==> src/rtl/dimseq_pkg.sv <==
package dimseq_pkg;

   // Level codes; the numeric value is what level_code carries.
   typedef enum logic [1:0] {
      LVL_FULL   = 2'd0,
      LVL_HALF   = 2'd1,
      LVL_THIRTY = 2'd2,
      LVL_FIFTH  = 2'd3
   } lvl_e;

   // Strap decode, {strap_a_gnd, strap_b_gnd}.
   typedef enum logic [1:0] {
      SEQ_NONE   = 2'b00,
      SEQ_THIRTY = 2'b01,
      SEQ_HALF   = 2'b10,
      SEQ_THREE  = 2'b11
   } seq_e;

   function automatic logic [1:0] next_step(input logic [1:0] mode, input logic [1:0] cur);
      logic [1:0] nxt;
      nxt = 2'(LVL_FULL);
      case (seq_e'(mode))
         SEQ_NONE:   nxt = 2'(LVL_FULL);
         SEQ_THIRTY: nxt = (cur == 2'(LVL_FULL)) ? 2'(LVL_THIRTY) : 2'(LVL_FULL);
         SEQ_HALF:   nxt = (cur == 2'(LVL_FULL)) ? 2'(LVL_HALF) : 2'(LVL_FULL);
         SEQ_THREE: begin
            case (lvl_e'(cur))
               LVL_FULL: nxt = 2'(LVL_HALF);
               LVL_HALF: nxt = 2'(LVL_FIFTH);
               default:  nxt = 2'(LVL_FULL);
            endcase
         end
         default:    nxt = 2'(LVL_FULL);
      endcase
      return nxt;
   endfunction

   function automatic logic [6:0] pct_of(input logic [1:0] code);
      logic [6:0] p;
      case (lvl_e'(code))
         LVL_FULL:   p = 7'd100;
         LVL_HALF:   p = 7'd50;
         LVL_THIRTY: p = 7'd30;
         default:    p = 7'd20;
      endcase
      return p;
   endfunction

endpackage

==> src/rtl/sdim_debounce.sv <==
module sdim_debounce #(
   parameter int SYNC_STAGES = 2,
   parameter int DEB_CYCLES  = 4
) (
   input  logic clk,
   input  logic rst_n,
   input  logic din,
   output logic dout
);

   logic [SYNC_STAGES-1:0] sync_q;
   logic                   raw_s;
   logic                   filt_q;

   always_ff @(posedge clk or negedge rst_n) begin
      if (!rst_n) sync_q <= '0;
      else        sync_q <= {sync_q[SYNC_STAGES-2:0], din};
   end

   assign raw_s = sync_q[SYNC_STAGES-1];

   generate
      if (DEB_CYCLES == 1) begin : g_direct
         always_ff @(posedge clk or negedge rst_n) begin
            if (!rst_n) filt_q <= 1'b0;
            else        filt_q <= raw_s;
         end
      end else begin : g_count
         localparam int DW = $clog2(DEB_CYCLES);
         localparam logic [DW-1:0] LAST = DW'(DEB_CYCLES - 1);
         logic [DW-1:0] cnt_q;
         always_ff @(posedge clk or negedge rst_n) begin
            if (!rst_n) begin
               filt_q <= 1'b0;
               cnt_q  <= '0;
            end else if (raw_s == filt_q) begin
               cnt_q <= '0;
            end else if (cnt_q == LAST) begin
               filt_q <= raw_s;
               cnt_q  <= '0;
            end else begin
               cnt_q <= cnt_q + 1'b1;
            end
         end
      end
   endgenerate

   assign dout = filt_q;

endmodule

==> src/rtl/sdim_outage_timer.sv <==
module sdim_outage_timer #(
   parameter int HOLD_LIMIT = 100_000_000
) (
   input  logic clk,
   input  logic rst_n,
   input  logic supply_ok,
   output logic long_gap
);

   localparam int CW = $clog2(HOLD_LIMIT + 1);
   localparam logic [CW-1:0] SAT = CW'(HOLD_LIMIT);

   logic [CW-1:0] gap_q;

   // Reset to saturation: the first power-on is handled as a long outage.
   always_ff @(posedge clk or negedge rst_n) begin
      if (!rst_n)           gap_q <= SAT;
      else if (supply_ok)   gap_q <= '0;
      else if (gap_q != SAT) gap_q <= gap_q + 1'b1;
   end

   assign long_gap = (gap_q == SAT);

endmodule

==> src/rtl/sdim_stepper.sv <==
module sdim_stepper
   import dimseq_pkg::*;
(
   input  logic       clk,
   input  logic       rst_n,
   input  logic       supply_ok,
   input  logic       long_gap,
   input  logic       strap_a_gnd,
   input  logic       strap_b_gnd,
   output logic       wake_evt,
   output logic [1:0] seq_mode,
   output logic [1:0] level
);

   logic       prev_q;
   logic [1:0] mode_q;
   logic [1:0] lvl_q;

   assign wake_evt = supply_ok & ~prev_q;

   always_ff @(posedge clk or negedge rst_n) begin
      if (!rst_n) begin
         prev_q <= 1'b0;
         mode_q <= 2'(SEQ_NONE);
         lvl_q  <= 2'(LVL_FULL);
      end else begin
         prev_q <= supply_ok;
         if (wake_evt) begin
            if (long_gap) begin
               mode_q <= {strap_a_gnd, strap_b_gnd};
               lvl_q  <= 2'(LVL_FULL);
            end else begin
               lvl_q  <= next_step(mode_q, lvl_q);
            end
         end
      end
   end

   assign seq_mode = mode_q;
   assign level    = lvl_q;

endmodule

==> src/rtl/switch_dim_seq.sv <==
module switch_dim_seq
   import dimseq_pkg::*;
#(
   parameter int SYNC_STAGES = 2,
   parameter int DEB_CYCLES  = 16,
   parameter int HOLD_LIMIT  = 100_000_000,
   parameter int PCT_W       = 7
) (
   input  logic             clk,
   input  logic             rst_n,
   input  logic             supply_raw,
   input  logic             strap_a_gnd,
   input  logic             strap_b_gnd,
   output logic             drive_en,
   output logic [1:0]       level_code,
   output logic [PCT_W-1:0] level_pct
);

   generate
      if (SYNC_STAGES < 2) begin : g_bad_sync
         $error("SYNC_STAGES must be at least 2");
      end
      if (DEB_CYCLES < 1) begin : g_bad_deb
         $error("DEB_CYCLES must be at least 1");
      end
      if (HOLD_LIMIT <= DEB_CYCLES) begin : g_bad_hold
         $error("HOLD_LIMIT must exceed DEB_CYCLES");
      end
      if (PCT_W < 7) begin : g_bad_pct
         $error("PCT_W must hold the value 100");
      end
   endgenerate

   logic       supply_ok;
   logic       long_gap;
   logic       wake_evt;
   logic [1:0] seq_mode;
   logic [1:0] lvl;

   sdim_debounce #(
      .SYNC_STAGES (SYNC_STAGES),
      .DEB_CYCLES  (DEB_CYCLES)
   ) u_deb (
      .clk   (clk),
      .rst_n (rst_n),
      .din   (supply_raw),
      .dout  (supply_ok)
   );

   sdim_outage_timer #(
      .HOLD_LIMIT (HOLD_LIMIT)
   ) u_timer (
      .clk       (clk),
      .rst_n     (rst_n),
      .supply_ok (supply_ok),
      .long_gap  (long_gap)
   );

   sdim_stepper u_step (
      .clk         (clk),
      .rst_n       (rst_n),
      .supply_ok   (supply_ok),
      .long_gap    (long_gap),
      .strap_a_gnd (strap_a_gnd),
      .strap_b_gnd (strap_b_gnd),
      .wake_evt    (wake_evt),
      .seq_mode    (seq_mode),
      .level       (lvl)
   );

   assign drive_en   = supply_ok;
   assign level_code = lvl;
   assign level_pct  = supply_ok ? PCT_W'(pct_of(lvl)) : '0;

endmodule

==> config.mk <==
export PLATFORM = sky130hd
export DESIGN_NAME = switch_dim_seq
export DESIGN_NICKNAME = d
export VERILOG_FILES = /design/src/rtl/dimseq_pkg.sv /design/src/rtl/sdim_debounce.sv /design/src/rtl/sdim_outage_timer.sv /design/src/rtl/sdim_stepper.sv /design/src/rtl/switch_dim_seq.sv
export SDC_FILE = /design/constraint.sdc
export NUM_CORES = 1
export LEC_CHECK = 0
export ABC_AREA = 1
export BUFFER_PORTS_ARGS = -buffer_cell sky130_fd_sc_hd__buf_2
export CAP_MARGIN = 10
export CORE_UTILIZATION = 30
export CTS_BUF_LIST = sky130_fd_sc_hd__clkbuf_4
export DETAILED_ROUTE_END_ITERATION = 16
export GPL_ROUTABILITY_DRIVEN = 0
export GPL_TIMING_DRIVEN = 0
export SETUP_SLACK_MARGIN = 0.05
export SYNTH_ARGS = -nofsm -noshare
export SYNTH_HDL_FRONTEND = slang
export SYNTH_SLANG_ARGS = --single-unit
==> constraint.sdc <==
create_clock -name clk -period 1.7 [get_ports clk]
set_input_delay 0.17 -clock clk [delete_from_list [all_inputs] [get_ports clk]]
set_output_delay 0.17 -clock clk [all_outputs]
set_load 0.02 [all_outputs]
== After elaboration in Yosys (flattened, before gate mapping) ==
Cells that the tools add are included.

* Flip-flop bits (word level): 39
* Input port bits: 5
* Output and inout bits: 10
* Word-level logic and storage cells: 37

* $add $sub $neg: 2
* Equal/unequal tests: 9
* Muxes and demuxes: 11
* Bitwise logic cells: 3
* Reduce and logical (&&, ||, !) cells: 5

{| class="wikitable"
|+ Operators with widths
! kind !! number
|-
| two-way mux 27 bit || 2
|-
| adder 27 x 1 -> 27 bit, second input constant || 1
|-
| equality test 27 bit, second input constant || 1
|-
| inequality test 27 bit, second input constant || 1
|-
| case mux 7 bit (3 select lines) || 1
|-
| two-way mux 4 bit || 2
|-
| case mux 2 bit (4 select lines) || 1
|-
| two-way mux 7 bit || 1
|-
| equality test 2 bit, second input constant || 3
|-
| adder 4 x 1 -> 4 bit, second input constant || 1
|-
| equality test 2 x 1 -> 1 bit, second input constant || 2
|-
| equality test 4 bit, second input constant || 1
|-
| logical NOT 2 bit || 2
|-
| two-way mux 2 bit || 2
|-
| case mux 2 bit (2 select lines) || 1
|-
| AND reduction 2 bit || 2
|-
| inverter 1 bit || 2
|-
| nonzero test 2 bit || 1
|-
| AND 1 bit || 1
|-
| equality test 1 bit || 1
|-
| two-way mux 1 bit || 1
|}

== Longest topological paths before layout ==
* Word-level depth: 4
* Gate-level depth with buffers: 9
* Depth with buffers taken out: 9

== Hierarchy ==
Synthesis repeated with hierarchy kept, for this count alone.

* Cell total of the unflattened synthesis: 350
* Area, all modules: 2,411.1 um2

{| class="wikitable"
|+ By module, submodules not included
! module !! instances !! cells each !! area an instance (um2) !! sequential area each (um2)
|-
| sdim_outage_timer || 1 || 269 || 1,766.7 || 690.7
|-
| sdim_debounce || 1 || 28 || 275.3 || 175.2
|-
| sdim_stepper || 1 || 33 || 246.5 || 125.1
|-
| switch_dim_seq || 1 || 20 || 122.6 || 0.0
|}

== Worst setup path before layout ==
Ideal clock, no wire load.

* Path type: register to register
* Start point: reg u_timer.gap_q[0]
* End point: reg u_step.lvl_q[1] (netlist: u_step.level[1])
* Setup time: 0.114 ns
* Arrival: 1.295 ns
* Required time: 1.586 ns
* Setup slack: 0.290 ns
* Stages on the path, launching flop included: 10
* Buffers on the path: 0
* Period minus slack after synthesis: 1.410 ns
* Path through: dfrtp_1 -> inv_1 -> ha_1 -> inv_1 -> nor2_1 -> nand3_1 -> nor2_1 -> nand3_1 -> nand3_1 -> inv_1

* Longest elaborated chain between the ends: 2

{| class="wikitable"
|+ RTL lines
! item !! line !! RTL
|-
| start, declared || sdim_outage_timer.sv:13 || <nowiki>logic [CW-1:0] gap_q;</nowiki>
|-
| start signal, assigned || sdim_outage_timer.sv:19 || <nowiki>else if (gap_q != SAT) gap_q <= gap_q + 1'b1;</nowiki>
|-
| equality test 27 bit || sdim_outage_timer.sv:22 || <nowiki>assign long_gap = (gap_q == SAT);</nowiki>
|-
| two-way mux 2 bit || sdim_stepper.sv:29 || <nowiki>if (long_gap) begin</nowiki>
|-
| end signal, assigned || sdim_stepper.sv:25 || <nowiki>lvl_q <= 2'(LVL_FULL);</nowiki>
|-
| end signal, assigned || sdim_stepper.sv:31 || <nowiki>lvl_q <= 2'(LVL_FULL);</nowiki>
|-
| end signal, assigned || sdim_stepper.sv:33 || <nowiki>lvl_q <= next_step(mode_q, lvl_q);</nowiki>
|-
| end, declared || sdim_stepper.sv:17 || <nowiki>logic [1:0] lvl_q;</nowiki>
|}

No other way between the ends.
A chain may end at the register's enable or synchronous reset.

== Worst setup path after layout ==
* Start point: reg u_step.lvl_q[0] (netlist: u_step.level[0])
* End point: out level_pct[1]

* Longest elaborated chain between the ends: 3
* Elaborated cells on any way between the ends: 5
* Those cells by class: eq/ne: 2; mux: 2; reduce/logical: 1

{| class="wikitable"
|+ RTL lines
! item !! line !! RTL
|-
| equality test 2 bit (tied with other cells) || dimseq_pkg.sv:40 || <nowiki>case (lvl_e'(code))</nowiki>
|-
| case mux 7 bit (3 select lines) (*) || dimseq_pkg.sv:40 ||
|-
| two-way mux 7 bit (*) || switch_dim_seq.sv:73 || <nowiki>assign level_pct = supply_ok ? PCT_W'(pct_of(lvl)) : '0;</nowiki>
|-
| end, declared || switch_dim_seq.sv:16 || <nowiki>output logic [PCT_W-1:0] level_pct</nowiki>
|}

Mark *: on every way between the ends. The rest lies on a longest branch, timed or not.

==> impl_metrics.tcl <==
set metrics [dict create \
    ff2ff_path_depth 7 \
    fin_crit_sh_pct 90.4 \
    drtIter0Drc 131 \
    layout_commonest_cell "nand2_1" \
    worstPathCellList "inv_2 > ha_1 > nand2_1 > inv_1 > buf_2" \
    ys_types 21 \
    power.leakage_nw 1.23 \
    r2r-end "u_step.level[1]" \
    hold_end "u_step.seq_mode[0]" \
    postSynthCellCount 352 \
    cts_tree "built" \
    ys_warn_count 0 \
    status "completed" \
    antenna_found_initial 0 \
    start_util_pct 31.1 \
    cp_num_buf_inv 3 \
    grt_pass1_vias 2182 \
    start_kind "register" \
    r2r-start "u_timer.gap_q[15]" \
    ys_seq_area_share_pct 41.0 \
    cts-root-buf "clkbuf_4" \
    core_area_um2 7770 \
    cts_inserted_buffers 5 \
    whs_ps 96.0 \
    slew_headroom_pct 41.2 \
    die_width_um 91.7 \
    drc 0 \
    fin_nets 389 \
    syn_nets 365 \
    avgSynthCellArea_um2 6.86 \
    htreeDepth 2 \
    ff2ff_setup_slack_ps 200 \
    grt_max_degree 40 \
    drv_slew 0 \
    clkTransAtPathRegs_ps 110 \
    worst_slew_pin_slew_ps 882 \
    grt_pass1_wl_um 9580 \
    clk_latency_ps 340 \
    fmax_ghz 0.651 \
    min_period_ps 1540 \
    hold_violations 0 \
    required_ps 1530 \
    slowest_delay_ps 420 \
    met1_length_um 2570 \
    first_pass_iters 4 \
    p_per_area_nw_per_um2 712 \
    die_y_um 91.7 \
    dr_wl_met2_um 2540 \
    synth_area_um2 2420 \
    clk_path_buf_depth 2 \
    crit_fanout 4 \
    mostFrequentLayoutCells "nand2_1, nor2_1, inv_1" \
    ioPinCount 15 \
    via_count 2131 \
    diodes 0 \
    hold_depth 3 \
    dp_hpwl_um 4090 \
    worst_setup_path_end_kind "primary output" \
    vdd_ir_drop_max_v 0.000483 \
    met3_length_um 220 \
    clock_skew_ps 10.4 \
    rsz0062_at_grt "false" \
    syn2layout_area_growth_pct 14.2 \
    arrival_ps 1370 \
    overflow 0 \
    clock_sinks 39 \
    dr.max_layer_used "met4" \
    crit_type "reg -> out" \
    cpLargestDelayFamily "flip-flops" \
    maxCapViolCount 0 \
    post_drt_wl_per_cell_um 11.2 \
    wirelength_um 5390 \
    setup_tns_ps 0 \
    hp-start "strap_b_gnd" \
    hold_path.class "in -> reg" \
    viasPerCell 4.45 \
    die-area_um2 8420 \
    gr-usage-all-layers_pct 14.2 \
    final_layout_size_suffix_gt1_share_pct 17.2 \
    setup_viol 0 \
    ys_seq_elements 39 \
    rows 32 \
    crit_slowest_cell "dfrtp_1" \
    port_buffers 13 \
    drtAntennaViolNets 0 \
]
-- layout make-up --
| cell class | instances | area, µm² |
|---|---|---|
| Timing Repair Buffer | 17 | 105 |
| Sequential cell | 39 | 992 |
| Tap cell | 102 | 128 |
| Multi-Input combinational cell | 261 | 1260 |
| Clock inverter | 2 | 7.51 |
| Buffer | 6 | 46.3 |
| Fill cell | 850 | 5010 |
| Clock buffer | 6 | 45.0 |
| Inverter | 46 | 173 |
-- power by group --
group | switching (mW) | internal [mW] | total (mW) | leakage (nW)
clock | 0.303 | 0.170 | 0.473 | 0.0307
sequential | 0.0904 | 1.01 | 1.10 | 0.468
combinational | 0.248 | 0.147 | 0.395 | 0.727
-- what timing repair did --
item | CTS | global route
endpoints found under the setup margin | 9 | 14
endpoints found under the hold margin | 28 | 0
hold buffers | 2 | 0
resized for setup | 3 | 18
setup buffers | 0 | 2
-- how the worst max path moves through the flow --
| stage | start | endpoint | slack, ps | cells past startpoint |
|---|---|---|---|---|
| after floorplan | u_timer.gap_q[0] | u_step.level[1] | 290 | 9 |
| after global placement | u_timer.gap_q[0] | u_step.level[1] | 50 | 9 |
| after detailed placement | u_timer.gap_q[0] | u_step.seq_mode[0] | 10 | 9 |
| after CTS | u_deb.dout | level_pct[5] | 50 | 5 |
| after global routing | u_step.level[1] | level_pct[5] | 50 | 5 |
| final | u_step.level[0] | level_pct[1] | 160 | 5 |
-- metal layers --
layer,global-route usage [%],vias up
met5,0,-
met4,3.91,0
met3,3.32,6
met2,23.9,30
li1,-,1126
met1,18.1,969
-- tightest hold or removal path, delay by kind of cell --
kind | cells | cell delay (ps)
buf+inv | 1 | 100
simple gates | 2 | 130
-- state kept, by name, indices dropped and copies added (netlist names) --
| signal | flops |
|---|---|
| u_timer.gap_q | 27 |
| u_deb.g_count.cnt_q | 4 |
| u_deb.sync_q | 2 |
| u_step.level | 2 |
| u_step.seq_mode | 2 |
| u_deb.dout | 1 |
| u_step.prev_q | 1 |
-- stage by stage --
step / instances / power [mW] / worst slack [ps] / utilization (%) / area, µm²
2_1_floorplan: 352 / 1.38 / 290 / - / 2420
3_3_place_gp: 467 / 1.47 / 45.7 / 33.6 / 2610
3_5_place_dp: 467 / 1.49 / 14.3 / 33.6 / 2610
4_1_cts: 477 / 1.97 / 52.7 / 34.6 / 2690
5_1_grt: 479 / 2.09 / 53.3 / 35.5 / 2760
6_report: 479 / 1.96 / 163 / 35.5 / 2760
-- synthesized netlist by cell type --
master	number	area share, %
nand4_1	5	1.3
o21ai_0	10	2.1
inv_1	46	7.1
clkbuf_1	1	0.16
xor2_1	4	1.4
nor2_2	7	1.8
ha_1	8	4.1
conb_1	1	0.16
xnor2_1	4	1.4
nor3_1	3	0.62
nand2_1	103	16
nand3_1	23	4.8
buf_4	3	0.93
dfstp_2	12	13
a21oi_1	12	2.5
nor2_4	3	1.4
buf_2	2	0.41
nand3b_1	1	0.31
dfrtp_1	27	28
nor2_1	73	11
nand2_2	4	1.0
-- cell families after synthesis --
kind of cell / after synthesis / share of synthesized area, %
adder cells (fa/ha/maj): 8 / 4.14
other: 1 / 0.155
XOR/XNOR: 8 / 2.90
AND/OR/NAND/NOR: 222 / 38.6
AO/OA/AOI/OAI: 22 / 4.56
buffers and inverters: 52 / 8.65
flip-flops: 39 / 41.0
Note: power is estimated with default switching activity, not from simulation.
